$ cat config.mk
export PLATFORM = sky130hd
export DESIGN_NAME = dma_lvl_req_acceptor
export DESIGN_NICKNAME = d
export VERILOG_FILES = /design/src/rtl/dma_lvl_pkg.sv /design/src/rtl/dma_req_latch.sv /design/src/rtl/dma_xfer_ctr.sv /design/src/rtl/dma_cycle_seq.sv /design/src/rtl/dma_lvl_req_acceptor.sv
export SDC_FILE = /design/constraint.sdc
export NUM_CORES = 1
export LEC_CHECK = 0
export CAP_MARGIN = 5
export CORE_ASPECT_RATIO = 1.1
export CORE_UTILIZATION = 25
export DETAILED_ROUTE_END_ITERATION = 8
export GPL_ROUTABILITY_DRIVEN = 0
export SETUP_SLACK_MARGIN = 0.05
export SLEW_MARGIN = 10
export SYNTH_ARGS = -nofsm -noshare
export SYNTH_HDL_FRONTEND = slang
export SYNTH_SLANG_ARGS = --single-unit
$ cat constraint.sdc
create_clock -name clk -period 1.5 [get_ports clk]
set_input_delay 0.225 -clock clk [delete_from_list [all_inputs] [get_ports clk]]
set_output_delay 0.225 -clock clk [all_outputs]
set_load 0.005 [all_outputs]
$ cat src/rtl/dma_lvl_pkg.sv
package dma_lvl_pkg;
  typedef enum logic [1:0] {
    ST_IDLE = 2'd0,
    ST_OPEN = 2'd1,
    ST_ACT  = 2'd2,
    ST_XFER = 2'd3
  } seq_st_t;
endpackage

$ cat src/rtl/dma_req_latch.sv
module dma_req_latch (
  input  logic clk,
  input  logic rst_n,
  input  logic open_i,
  input  logic req_n_i,
  input  logic drop_i,
  output logic pend_o
);
  // Holds one sampled request; later samples while pending do not stack.
  always_ff @(posedge clk or negedge rst_n) begin
    if (!rst_n)                  pend_o <= 1'b0;
    else if (drop_i)             pend_o <= 1'b0;
    else if (open_i && !req_n_i) pend_o <= 1'b1;
  end
endmodule

$ cat src/rtl/dma_xfer_ctr.sv
module dma_xfer_ctr #(
  parameter int CNT_W = 16
) (
  input  logic             clk,
  input  logic             rst_n,
  input  logic             load_i,
  input  logic [CNT_W-1:0] load_val_i,
  input  logic             dec_i,
  output logic             last_o
);
  localparam logic [CNT_W-1:0] ONE = CNT_W'(1);

  logic [CNT_W-1:0] cnt_q;

  always_ff @(posedge clk or negedge rst_n) begin
    if (!rst_n)      cnt_q <= '0;
    else if (load_i) cnt_q <= load_val_i;
    else if (dec_i)  cnt_q <= cnt_q - ONE;
  end

  // A load of zero wraps through all 2^CNT_W values before reaching one.
  assign last_o = (cnt_q == ONE);
endmodule

$ cat src/rtl/dma_cycle_seq.sv
module dma_cycle_seq
  import dma_lvl_pkg::*;
(
  input  logic clk,
  input  logic rst_n,
  input  logic arm_i,
  input  logic arm_ok_i,
  input  logic disarm_i,
  input  logic pend_i,
  input  logic bus_break_i,
  input  logic cyc_done_i,
  input  logic last_i,
  output logic open_o,
  output logic drop_o,
  output logic load_o,
  output logic dec_o,
  output logic ack_n_o,
  output logic cyc_start_o,
  output logic xfer_end_o
);
  seq_st_t st_q, st_d;
  logic    act;
  logic    end_q;

  always_comb begin
    st_d  = st_q;
    act   = 1'b0;
    dec_o = 1'b0;
    unique case (st_q)
      ST_IDLE: if (arm_i && arm_ok_i) st_d = ST_OPEN;
      ST_OPEN: begin
        if (disarm_i) st_d = ST_IDLE;
        else if (pend_i && bus_break_i) begin
          act  = 1'b1;
          st_d = ST_ACT;
        end
      end
      ST_ACT:  st_d = ST_XFER;
      ST_XFER: begin
        if (cyc_done_i) begin
          dec_o = 1'b1;
          st_d  = last_i ? ST_IDLE : ST_OPEN;
        end
      end
      default: st_d = ST_IDLE;
    endcase
  end

  always_ff @(posedge clk or negedge rst_n) begin
    if (!rst_n) st_q <= ST_IDLE;
    else        st_q <= st_d;
  end

  assign load_o = arm_i && (st_q == ST_IDLE);

  always_ff @(posedge clk or negedge rst_n) begin
    if (!rst_n)              end_q <= 1'b0;
    else if (load_o)         end_q <= 1'b0;
    else if (dec_o && last_i) end_q <= 1'b1;
  end

  assign open_o      = (st_q == ST_OPEN);
  assign drop_o      = act || (open_o && disarm_i);
  assign cyc_start_o = (st_q == ST_ACT);
  assign ack_n_o     = (st_q != ST_XFER);
  assign xfer_end_o  = end_q;
endmodule

$ cat src/rtl/dma_lvl_req_acceptor.sv
module dma_lvl_req_acceptor #(
  parameter int CNT_W = 16
) (
  input  logic             clk,
  input  logic             rst_n,
  input  logic             en_wr,
  input  logic             en_wdata,
  input  logic             cfg_level,
  input  logic             cfg_ext_req,
  input  logic [CNT_W-1:0] xfer_count,
  input  logic             req_n,
  input  logic             bus_break,
  input  logic             cyc_done,
  output logic             ack_n,
  output logic             cyc_start,
  output logic             xfer_end
);
  logic open_w, drop_w, pend_w, load_w, dec_w, last_w;
  logic arm_w, arm_ok_w, disarm_w;

  assign arm_w    = en_wr && en_wdata;
  assign disarm_w = en_wr && !en_wdata;
  assign arm_ok_w = cfg_level && cfg_ext_req;

  dma_req_latch u_latch (
    .clk     (clk),
    .rst_n   (rst_n),
    .open_i  (open_w),
    .req_n_i (req_n),
    .drop_i  (drop_w),
    .pend_o  (pend_w)
  );

  dma_xfer_ctr #(.CNT_W(CNT_W)) u_ctr (
    .clk        (clk),
    .rst_n      (rst_n),
    .load_i     (load_w),
    .load_val_i (xfer_count),
    .dec_i      (dec_w),
    .last_o     (last_w)
  );

  dma_cycle_seq u_seq (
    .clk         (clk),
    .rst_n       (rst_n),
    .arm_i       (arm_w),
    .arm_ok_i    (arm_ok_w),
    .disarm_i    (disarm_w),
    .pend_i      (pend_w),
    .bus_break_i (bus_break),
    .cyc_done_i  (cyc_done),
    .last_i      (last_w),
    .open_o      (open_w),
    .drop_o      (drop_w),
    .load_o      (load_w),
    .dec_o       (dec_w),
    .ack_n_o     (ack_n),
    .cyc_start_o (cyc_start),
    .xfer_end_o  (xfer_end)
  );
endmodule

; After elaboration in Yosys (flattened, before gate mapping)
; Index checks and enable logic that the tools add are counted.
; W data, S select, Z words.
[op_classes]
n_addsub = 1
n_eq_ne = 8
n_mux = 17
n_reduce_logical = 17
[op_table]
columns = op, n
row1 = $mux W16, 2
row2 = $eq A16 B1 Y1 const B, 1
row3 = $sub A16 B1 Y16 const B, 1
row4 = $mux W1, 10
row5 = $logic_and A1 B1 Y1, 9
row6 = $mux W2, 4
row7 = $pmux W2 S4, 1
row8 = $reduce_bool A2 Y1, 3
row9 = $eq A2 B2 Y1 const B, 2
row10 = $ne A2 B2 Y1 const B, 2
row11 = $ne A3 B1 Y1 const B, 1
row12 = $reduce_and A3 Y1, 1
row13 = $eq A2 B1 Y1 const B, 1
row14 = $logic_not A1 Y1, 2
row15 = $logic_not A2 Y1, 1
row16 = $ne A2 B1 Y1 const B, 1
row17 = $logic_or A1 B1 Y1, 1
[word_totals]
reg_bits = 20
in_bits = 25
out_inout_bits = 3
elab_cells = 47

; Logic depth before layout (Yosys ltp)
; Gate-level depths: netlist of the first run.
[depth]
depth_word = 6
ltp_mapped = 6
mapped_depth_nobuf = 6

; By module
; From an unflattened synthesis of the first run, not the netlist that was laid out.
[unflattened]
hier_cells = 125
hier_area_um2 = 1163.6
[by_module_without_submodules]
columns = module, instances, cells_per_inst, area_per_inst_um2, seq_area_each_um2
row1 = dma_xfer_ctr, 1, 101, 920.9, 400.4
row2 = dma_cycle_seq, 1, 17, 176.4, 75.1
row3 = dma_req_latch, 1, 4, 43.8, 25.0
row4 = dma_lvl_req_acceptor, 1, 3, 22.5, 0.0

; Least setup slack after synthesis of the first run
; No wires, ideal clock.
[synth_path]
path_type = reg-to-reg
startpoint = reg u_ctr.cnt_q[6]
endpoint = reg u_ctr.cnt_q[12]
setup_ns = 0.119
t_arrival_ns = 1.508
required_time_ns = 1.381
slack_ns = -0.128
stages_incl_launch_ff = 5
path_buffers = 0
synth_period_minus_slack_ns = 1.628
cell_sequence = dfrtp_1 -> or4_4 -> nor4_4 -> mux2i_1 -> nand2_1
[synth_via]
elab_chain_len = 3
[synth_rtl]
columns = item, line_no
row1 = start: declaration, dma_xfer_ctr.sv:13  ; logic [CNT_W-1:0] cnt_q;
row2 = start signal: assignment, dma_xfer_ctr.sv:17  ; else if (load_i) cnt_q <= load_val_i;
row3 = start signal: assignment, dma_xfer_ctr.sv:18  ; else if (dec_i) cnt_q <= cnt_q - ONE;
row4 = $sub A16 B1 Y16, dma_xfer_ctr.sv:18
row5 = $mux W16, dma_xfer_ctr.sv:18
row6 = $mux W16, dma_xfer_ctr.sv:17
; Every way passes these cells. The select of a mux whose other input is x is not followed.
; A chain may end at the register's enable or synchronous reset.

; Worst setup path in the final report of the first run
[layout_path]
startpoint = reg u_ctr.cnt_q[3]
endpoint = reg u_seq.st_q[0]
[layout_via]
elab_chain_len = 4
[layout_rtl]
columns = item, line_no
row1 = $eq A16 B1 Y1, dma_xfer_ctr.sv:22  ; assign last_o = (cnt_q == ONE);
row2 = $mux W1, dma_cycle_seq.sv:42  ; st_d = last_i ? ST_IDLE : ST_OPEN;
row3 = $mux W2, dma_cycle_seq.sv:40  ; if (cyc_done_i) begin
row4 = $pmux W2 S4, dma_cycle_seq.sv:29  ; unique case (st_q)
row5 = end signal: assignment, dma_cycle_seq.sv:51  ; else st_q <= st_d;
row6 = end: declaration, dma_cycle_seq.sv:21  ; seq_st_t st_q, st_d;
; Every way passes these cells. The select of a mux whose other input is x is not followed.

==> flow_summary.yaml, run 1 <==
floorplan:
  start_util: 0.2608
  io-pin-count: 28
  dieWidth_um: 71.09
  row_count: 27
  die_h_um: 78.00
  design.core.area_um2: 5034
  dieArea_um2: 5544
setup_path:
  r2r-end: "u_seq.st_q[0]$_DFFE_PN0P_"
  end_kind: "register"
  r2r_start: "u_ctr.cnt_q[3]$_DFFE_PN0P_"
  start_kind: "register"
  crit_path_max_fanout: 5
  required_ns: 1.64
  r2r_cells: 4
  worst_ep_arrival_time_ns: 1.78
  endpoint: "u_seq.st_q[0]$_DFFE_PN0P_"
  worstSetupPathType: "reg2reg"
  reg2reg_slack_ns: -0.14
  crit_path_start: "u_ctr.cnt_q[3]$_DFFE_PN0P_"
logic_synthesis:
  synthArstFlopShare: 1.000
  synthAdderAreaFrac: 0.01907
  ys_top_cells_by_count: "23 x nand2_1, 20 x dfrtp_1, 10 x o21ai_0"
  synth_area_leaders: "dfrtp_1 38%, nand2_1 6.6%, nor4_4 4.9%, xor2_1 4.0%, o21ai_0 3.8%"
  synthMuxAreaShare: 0.03146
  synth_top_family_by_area: "simple AND/OR/NAND/NOR gates"
  yosysMostFrequentCell: "nand2_1"
  syn_nets: 166
  synthFlopType: "dfrtp_1"
  synth_compound_area_frac: 0.1153
  ys_seq_area_frac: 0.3813
  synth-xor-area-share: 0.07340
  syn_inst: 139
  syn_area_um2: 1313
  synth-edff-count: 0
  ys_types: 44
  ys_ff_latch: 20
  synthSimpleGateAreaFrac: 0.3470
  synth_top_area_frac: 0.3813
  synth_top_area_cell: "dfrtp_1"
  avgSynthCellArea_um2: 9.443
  ys_warn_count: 0
global_route:
  antenna_found_initial: 0
  grt_overflow: 0
  grtUsageTotal: 0.1280
  grt_pass1_vias: 1155
  grt_max_degree: 21
  grt_pass1_wl_um: 5513
detailed_routing:
  dr_total_vias: 1210
  drt_iter0_drc: 39
  ant_nets: 0
  drt-total-wl_um: 3462
  drt_first_pass_iters: 4
  remaining_drc_errors: 0
  wl_per_cell_um: 13.11
  via_per_inst: 4.583
clocking:
  cts_tree: "built"
  clock_sinks: 20
  clk_pin_slew_ns: 0.07
  cts_hold_buffers: 0
  clk_latency_ns: 0.25
  numCtsBuffers: 3
  root_buffer: "clkbuf_8"
  cts_max_path_buffers: 2
  htreeDepth: 1
timing:
  setup_viol: 8
  fin_skew_ns: 0.001252
  finalCriticalPeriod_ns: 1.643
  tightest_slew_ns: 0.3270
  setup_slack_ns: -0.1432
  slew-limit-headroom: 0.7800
  fmax_mhz: 608.6
  finalHoldViolations: 0
  rsz0062_at_grt: "yes"
  fin_crit_sh: 1.095
  drv_slew: 0
  fin_setup_tns_ns: -0.6111
hold_path:
  worstHoldPathType: "in2async"
run_status:
  violations: "negative setup slack"
  status: "finished, violations left"
layout:
  drive_above_1_share: 0.3738
  final_cell_area_um2: 2175
  insertedDiodeCount: 0
  area_delta_synth_final_pct: 65.68
  nets: 235
  final_util: 0.4320
place:
  dpl_cell_area_um2: 1898
  port_buffers: 27
  dp_hpwl_um: 2368
flow_run:
  maxCapViolations: 0
pwr:
  power-per-cell-area_nw_per_um2: 1571
  leakage_nw: 0.8808
  peakVddDrop_mv: 0.4515
## worst max-delay path, cell delays in order (launching register included)
cell and delay (ns):
dfrtp_1 0.39, or4_4 0.64, nor4b_4 0.25, and3_1 0.20, o21ai_1 0.06
## per-stage QoR
step / cells / setup slack [ns] / hold WS (ns) / total power [mW]
after floorplan: 139 / -0.09084 / -0.07059 / 1.911
after global placement: 248 / -0.3205 / 0.5126 / 2.641
after detailed placement: 248 / -0.3497 / 0.5191 / 2.650
after CTS: 254 / -0.1236 / 0.3192 / 3.198
after global routing: 264 / -0.1967 / 0.3434 / 3.703
final: 264 / -0.1432 / 0.3170 / 3.415
## flip-flops by register name, indices dropped and copies added (netlist names), named ones only
name / count
u_ctr.cnt_q: 16
u_latch.pend_o: 1
u_seq.st_q: 1
u_seq.xfer_end_o: 1
## worst min path at each step
stage | start | end | slack, ns | cells past startpoint
detailed placement | u_seq.xfer_end_o$_DFFE_PN0P_ | u_seq.xfer_end_o$_DFFE_PN0P_ | 0.52 | 2
global route | rst_n | u_latch.pend_o$_DFFE_PN0P_ | 0.34 | 2
CTS | rst_n | u_ctr.cnt_q[14]$_DFFE_PN0P_ | 0.32 | 2
finish | rst_n | u_latch.pend_o$_DFFE_PN0P_ | 0.32 | 2
global placement | u_seq.xfer_end_o$_DFFE_PN0P_ | u_seq.xfer_end_o$_DFFE_PN0P_ | 0.51 | 2
floorplan | rst_n | async pin | -0.07 | 0
## placed cells by master (no fill, tap or decap), types with 3 or more instances in the layout
| master | netlist | layout |
|---|---|---|
| xor2_1 | 6 | 5 |
| xnor2_1 | 5 | 5 |
| nor4_4 | 3 | 4 |
| clkbuf_8 | 0 | 3 |
| clkdlybuf4s50_1 | 0 | 25 |
| o21ai_0 | 10 | 5 |
| nor4b_4 | 1 | 3 |
| dfrtp_1 | 20 | 19 |
| nand2_1 | 23 | 22 |
| mux2i_1 | 3 | 3 |
| buf_6 | 0 | 8 |
| nor2_1 | 6 | 6 |
| nand2b_1 | 3 | 3 |
| nor4_1 | 6 | 5 |
| buf_4 | 0 | 34 |
| o21ai_1 | 2 | 7 |
## cells by family (layout without fill, tap and decap cells)
| kind of cell | Yosys count | in the layout |
|---|---|---|
| AOI/OAI and AO/OA | 24 | 24 |
| and+or+nand+nor | 68 | 69 |
| adders and majority gates | 2 | 2 |
| muxes | 4 | 4 |
| xor gates and xnor gates | 11 | 11 |
| buffers and inverters | 10 | 76 |
| DFF | 20 | 20 |
## where the power goes
part	internal [mW]	switching (mW)
clock	0.179	0.167
sequential	0.755	0.177
combinational	1.18	0.961
total	2.11	1.30
## final cells by class
class	count	area, um^2
fillers	468	2859
flip-flops and latches	20	501.7
repair buffers	71	659.4
multi-input cells	110	892.1
well taps	58	72.57
inverters	2	7.507
clock buffers	3	41.29
## routing by layer
layer,part of all wire,vias up,GRT usage
met2,0.50,15,0.2067
met4,0.019,0,0.05400
met1,0.46,555,0.1685
li1,-,636,-
met5,0,-,0
met3,0.027,4,0.02078
## repair_timing
action | 4_1_cts | 5_1_grt
gates cloned | 0 | 2
pin swaps | 15 | 9
endpoints found under the setup margin | 14 | 20
setup buffers | 3 | 8
gates resized for setup | 19 | 14
Note: power is estimated with default switching activity, not from simulation.
==> run 2: changes to the inputs <==
--- a/config.mk
+++ b/config.mk
@@ -6,10 +6,13 @@
 export NUM_CORES = 1
 export LEC_CHECK = 0
 export CAP_MARGIN = 5
+export CELL_PAD_IN_SITES_DETAIL_PLACEMENT = 1
+export CELL_PAD_IN_SITES_GLOBAL_PLACEMENT = 2
 export CORE_ASPECT_RATIO = 1.1
 export CORE_UTILIZATION = 25
 export DETAILED_ROUTE_END_ITERATION = 8
 export GPL_ROUTABILITY_DRIVEN = 0
+export PLACE_DENSITY_LB_ADDON = 0.1
 export SETUP_SLACK_MARGIN = 0.05
 export SLEW_MARGIN = 10
 export SYNTH_ARGS = -nofsm -noshare
==> run 2 against run 1 <==
Compared with the run above: clock power is 26% higher; routed wire length is 18% higher; the flow still finishes with violations (negative setup slack); largest cell class unchanged; first-iteration DRC count is 28% lower; global-route usage increased by 3.0 points; clock skew is 0.0046 ns higher; worst hold slack worse by 0.014 ns; final area up 2.3%; via count up 8.8%; flip-flop and latch count did not move.
==> flow_summary.yaml, run 2 (same netlist as run 1, synthesis figures left out) <==
layout:
  fillers: 570
  final-seq-area_um2: 500.5
  layout_commonest_cell: "buf_4"
  top_register: "u_ctr.cnt_q"
  multi_input_area_um2: 888.4
  fin_cells: 267
  nets: 237
  largest_reg_flops: 16
  final_cell_mix: "36 x buf_4, 25 x clkdlybuf4s50_1, 20 x dfrtp_1"
  final_cell_area_um2: 2225
  insertedDiodeCount: 0
  area_delta_synth_final_pct: 69.49
  final_util: 0.4420
  drive_above_1_share: 0.3971
timing:
  rsz0062_at_grt: "yes"
  fin_setup_tns_ns: -1.041
  fin_skew_ns: 0.005891
  slew-limit-headroom: 0.6672
  finalCriticalPeriod_ns: 1.676
  fmax_mhz: 596.6
  fin_crit_sh: 1.117
  finalHoldViolations: 0
  setup_viol: 10
  drv_slew: 0
  setup_slack_ns: -0.1762
  tightest_slew_ns: 0.4946
floorplan:
  row_count: 27
  start_util: 0.2608
  dieWidth_um: 71.09
  io-pin-count: 28
  dieArea_um2: 5544
  design.core.area_um2: 5034
  die_h_um: 78.00
run_status:
  status: "finished, violations left"
  violations: "negative setup slack"
detailed_routing:
  dr_total_vias: 1317
  drt-total-wl_um: 4099
  drt_first_pass_iters: 6
  ant_nets: 0
  remaining_drc_errors: 0
  wl_per_cell_um: 15.35
  drt_iter0_drc: 28
  via_per_inst: 4.933
global_route:
  antenna_found_initial: 0
  grt_pass1_wl_um: 6762
  grtUsageTotal: 0.1580
  grt_overflow: 0
  grt_max_degree: 21
  grt_pass1_vias: 1418
clocking:
  clock_sinks: 20
  cts_max_path_buffers: 2
  cts_hold_buffers: 0
  cts_tree: "built"
  numCtsBuffers: 3
  htreeDepth: 1
  clk_latency_ns: 0.27
  clk_pin_slew_ns: 0.08
  root_buffer: "clkbuf_8"
flow_run:
  maxCapViolations: 0
setup_path:
  crit_path_cell_trace: "or4_4 -> nor4b_4 -> and3_1 -> o21ai_1"
  r2r_cells: 4
  worstSetupPathType: "reg2reg"
  crit_path_max_fanout: 5
  start_kind: "register"
  worst_ep_arrival_time_ns: 1.84
  end_kind: "register"
  required_ns: 1.66
  cp_slowest_cell: "or4_4"
  cpPeakStageDelay_ns: 0.65
place:
  dp_cells: 247
  dp_hpwl_um: 2851
  port_buffers: 27
  dpl_cell_area_um2: 1891
pwr:
  peakVddDrop_mv: 0.7006
  power-per-cell-area_nw_per_um2: 1617
  finalPower_mw: 3.596
  leakage_nw: 0.9316
hold_path:
  worstHoldPathType: "in2async"
## run 2: worst paths after layout
kind | start | slack [ns] | endpoint
worst max-delay path | u_ctr.cnt_q[3]$_DFFE_PN0P_ | -0.18 | u_seq.st_q[0]$_DFFE_PN0P_
worst min-delay path | rst_n | 0.30 | u_latch.pend_o$_DFFE_PN0P_
worst max register to register | u_ctr.cnt_q[3]$_DFFE_PN0P_ | -0.18 | u_seq.st_q[0]$_DFFE_PN0P_
worst min register to register | u_seq.xfer_end_o$_DFFE_PN0P_ | 0.53 | u_seq.xfer_end_o$_DFFE_PN0P_
max in group asynchronous | rst_n | 0.97 | u_ctr.cnt_q[7]$_DFFE_PN0P_
min in group clk | xfer_count[4] | 0.48 | u_ctr.cnt_q[4]$_DFFE_PN0P_
## run 2: stage by stage
stage | setup slack (ns) | hold slack [ns]
floorplan | -0.09084 | -0.07059
detailed placement | -0.3642 | 0.5231
CTS | -0.1718 | 0.3204
global route | -0.2353 | 0.3305
global placement | -0.3305 | 0.4924
finish | -0.1762 | 0.3026
## run 2: cell type report
cell class	instances	area share
repair buffers	74	0.3150
inverters	2	0.003375
clock buffers	4	0.02475
multi-input cells	109	0.3993
flip-flops and latches	20	0.2250
well taps	58	0.03262
## run 2: critical path: cells and delay by family, from the launching register on
family | cells | cell delay (ns)
DFF | 1 | 0.39
and+or+nand+nor | 3 | 1.12
AOI/OAI and AO/OA | 1 | 0.06
## run 2: timing repair
action,in CTS,in global routing
gates cloned,0,1
pin swaps,12,12
setup endpoints to repair,15,20
gates resized for setup,20,19
hold endpoints to repair,0,0
buffers inserted,9,6
## run 2: report_power, final
| part | internal, mW | total, mW | switching (mW) | leakage, nW |
|---|---|---|---|---|
| Clock | 0.234 | 0.435 | 0.201 | 0.0288 |
| Sequential | 0.751 | 0.935 | 0.184 | 0.237 |
| Combinational | 1.21 | 2.23 | 1.02 | 0.666 |
## run 2: routing by layer
metal | wire length, um | track usage | vias up
li1 | - | - | 637
met1 | 1752 | 0.1881 | 648
met2 | 2186 | 0.2923 | 27
met3 | 112 | 0.01948 | 5
met4 | 46 | 0.04800 | 0
met5 | 0 | 0 | -
==> run 3: changes to the inputs <==
--- a/config.mk
+++ b/config.mk
@@ -10,9 +10,11 @@
 export CELL_PAD_IN_SITES_GLOBAL_PLACEMENT = 2
 export CORE_ASPECT_RATIO = 1.1
 export CORE_UTILIZATION = 25
+export CTS_CLUSTER_DIAMETER = 60
 export DETAILED_ROUTE_END_ITERATION = 8
 export GPL_ROUTABILITY_DRIVEN = 0
-export PLACE_DENSITY_LB_ADDON = 0.1
+export HOLD_SLACK_MARGIN = 0.03
+export PLACE_DENSITY_LB_ADDON = 0.15
 export SETUP_SLACK_MARGIN = 0.05
 export SLEW_MARGIN = 10
 export SYNTH_ARGS = -nofsm -noshare
==> run 3 against run 2 <==
Compared with the run above: the run ends with design-rule violations, negative setup slack left; non-clock buffer count down 2; first-iteration DRC count up 43%; via count down 2.5%; critical path type unchanged; critical endpoint is now u_seq.xfer_end_o$_DFFE_PN0P_.
==> flow_summary.yaml, run 3 (same netlist as run 1, synthesis figures left out) <==
run_status:
  status: "finished, violations left"
  violations: "design-rule violations, negative setup slack"
timing:
  fin_skew_ns: 0.002605
  setup_slack_ns: -0.1613
  finalCriticalPeriod_ns: 1.661
  finalHoldViolations: 0
  fin_setup_tns_ns: -0.8427
  whs_ns: 0.3078
  fmax_mhz: 602.0
  drv_slew: 0
  slew-limit-headroom: 0.7986
  fin_crit_sh: 1.108
  setup_viol: 9
  rsz0062_at_grt: "yes"
  tightest_slew_ns: 0.3022
clocking:
  clock_sinks: 20
  cts_hold_buffers: 0
  cts_max_path_buffers: 2
  clk_pin_slew_ns: 0.08
  clk_latency_ns: 0.26
  htreeDepth: 1
  root_buffer: "clkbuf_8"
  cts_tree: "built"
  numCtsBuffers: 3
setup_path:
  r2r_cells: 5
  end_kind: "register"
  crit_path_max_fanout: 5
  r2r_start: "u_ctr.cnt_q[5]$_DFFE_PN0P_"
  r2r-end: "u_seq.xfer_end_o$_DFFE_PN0P_"
  start_kind: "register"
  worst_ep_arrival_time_ns: 1.86
  reg2reg_slack_ns: -0.16
  required_ns: 1.70
  worstSetupPathType: "reg2reg"
place:
  port_buffers: 27
  dpl_cell_area_um2: 1891
  dp_cells: 247
  dp_hpwl_um: 2941
  place_ws_ns: -0.3691
layout:
  final_cell_mix: "34 x buf_4, 25 x clkdlybuf4s50_1, 21 x nand2_1"
  top_register: "u_ctr.cnt_q"
  fin_cells: 265
  final_cell_area_um2: 2202
  nets: 235
  insertedDiodeCount: 0
  area_delta_synth_final_pct: 67.78
  layout_commonest_cell: "buf_4"
  largest_reg_flops: 16
  drive_above_1_share: 0.4155
  final_util: 0.4375
floorplan:
  dieArea_um2: 5544
  dieWidth_um: 71.09
  io-pin-count: 28
  row_count: 27
  die_h_um: 78.00
  design.core.area_um2: 5034
  start_util: 0.2608
pwr:
  power-per-cell-area_nw_per_um2: 1656
  peakVddDrop_mv: 0.7141
  leakage_nw: 0.8984
  finalPower_mw: 3.648
global_route:
  grtUsageTotal: 0.1536
  grt_pass1_vias: 1383
  grt_max_degree: 21
  antenna_found_initial: 0
  grt_pass1_wl_um: 6693
  grt_overflow: 0
detailed_routing:
  ant_nets: 0
  drt_first_pass_iters: 8
  dr_total_vias: 1284
  via_per_inst: 4.845
  drt-total-wl_um: 4094
  drt_iter0_drc: 40
  remaining_drc_errors: 2
  wl_per_cell_um: 15.45
flow_run:
  maxCapViolations: 0
hold_path:
  worstHoldPathType: "in2async"
==> run 3: worst max path at each step <==
stage	from	to	depth (start not counted)
after floorplan	u_ctr.cnt_q[4]$_DFFE_PN0P_	u_seq.st_q[0]$_DFFE_PN0P_	4
after global placement	en_wdata	u_ctr.cnt_q[14]$_DFFE_PN0P_	5
after detailed placement	en_wdata	u_ctr.cnt_q[14]$_DFFE_PN0P_	5
after CTS	u_ctr.cnt_q[3]$_DFFE_PN0P_	u_seq.st_q[0]$_DFFE_PN0P_	4
after global routing	u_ctr.cnt_q[3]$_DFFE_PN0P_	u_seq.xfer_end_o$_DFFE_PN0P_	5
final	u_ctr.cnt_q[5]$_DFFE_PN0P_	u_seq.xfer_end_o$_DFFE_PN0P_	5
==> run 3: critical path: stages (launching register included) <==
cell	delay [ns]
dfrtp_1	0.41
or4_4	0.63
nor4b_4	0.27
buf_4	0.15
a31oi_1	0.06
nor2_1	0.09
==> run 3: cell type report <==
cell class,count,area [um^2]
fillers,571,2831
multi-input cells,109,907.1
repair buffers,72,656.9
flip-flops and latches,20,503.0
well taps,58,72.57
clock buffers,4,55.05
inverters,2,7.507
==> run 3: layer usage <==
layer	part of all wire	wire length [um]	GRT usage	vias to the layer above
met1	0.44	1806	0.1992	623
met2	0.51	2102	0.2615	23
li1	-	-	-	634
met5	0	0	0	-
met4	0.011	45	0.02400	0
met3	0.034	138	0.03766	4
==> run 3: timing repair <==
item | 4_1_cts | 5_1_grt
setup buffers | 9 | 6
pin swaps | 15 | 16
resized for setup | 26 | 18
hold endpoints to repair | 0 | 0
setup endpoints to repair | 16 | 19
==> run 3: power breakdown <==
group          leakage [nW]  total, mW  switching (mW)  internal [mW]
sequential            0.235      0.953           0.196          0.757
clock                0.0288      0.431           0.197          0.234
combinational         0.635       2.26            1.04           1.22
total                 0.898       3.65            1.43           2.21
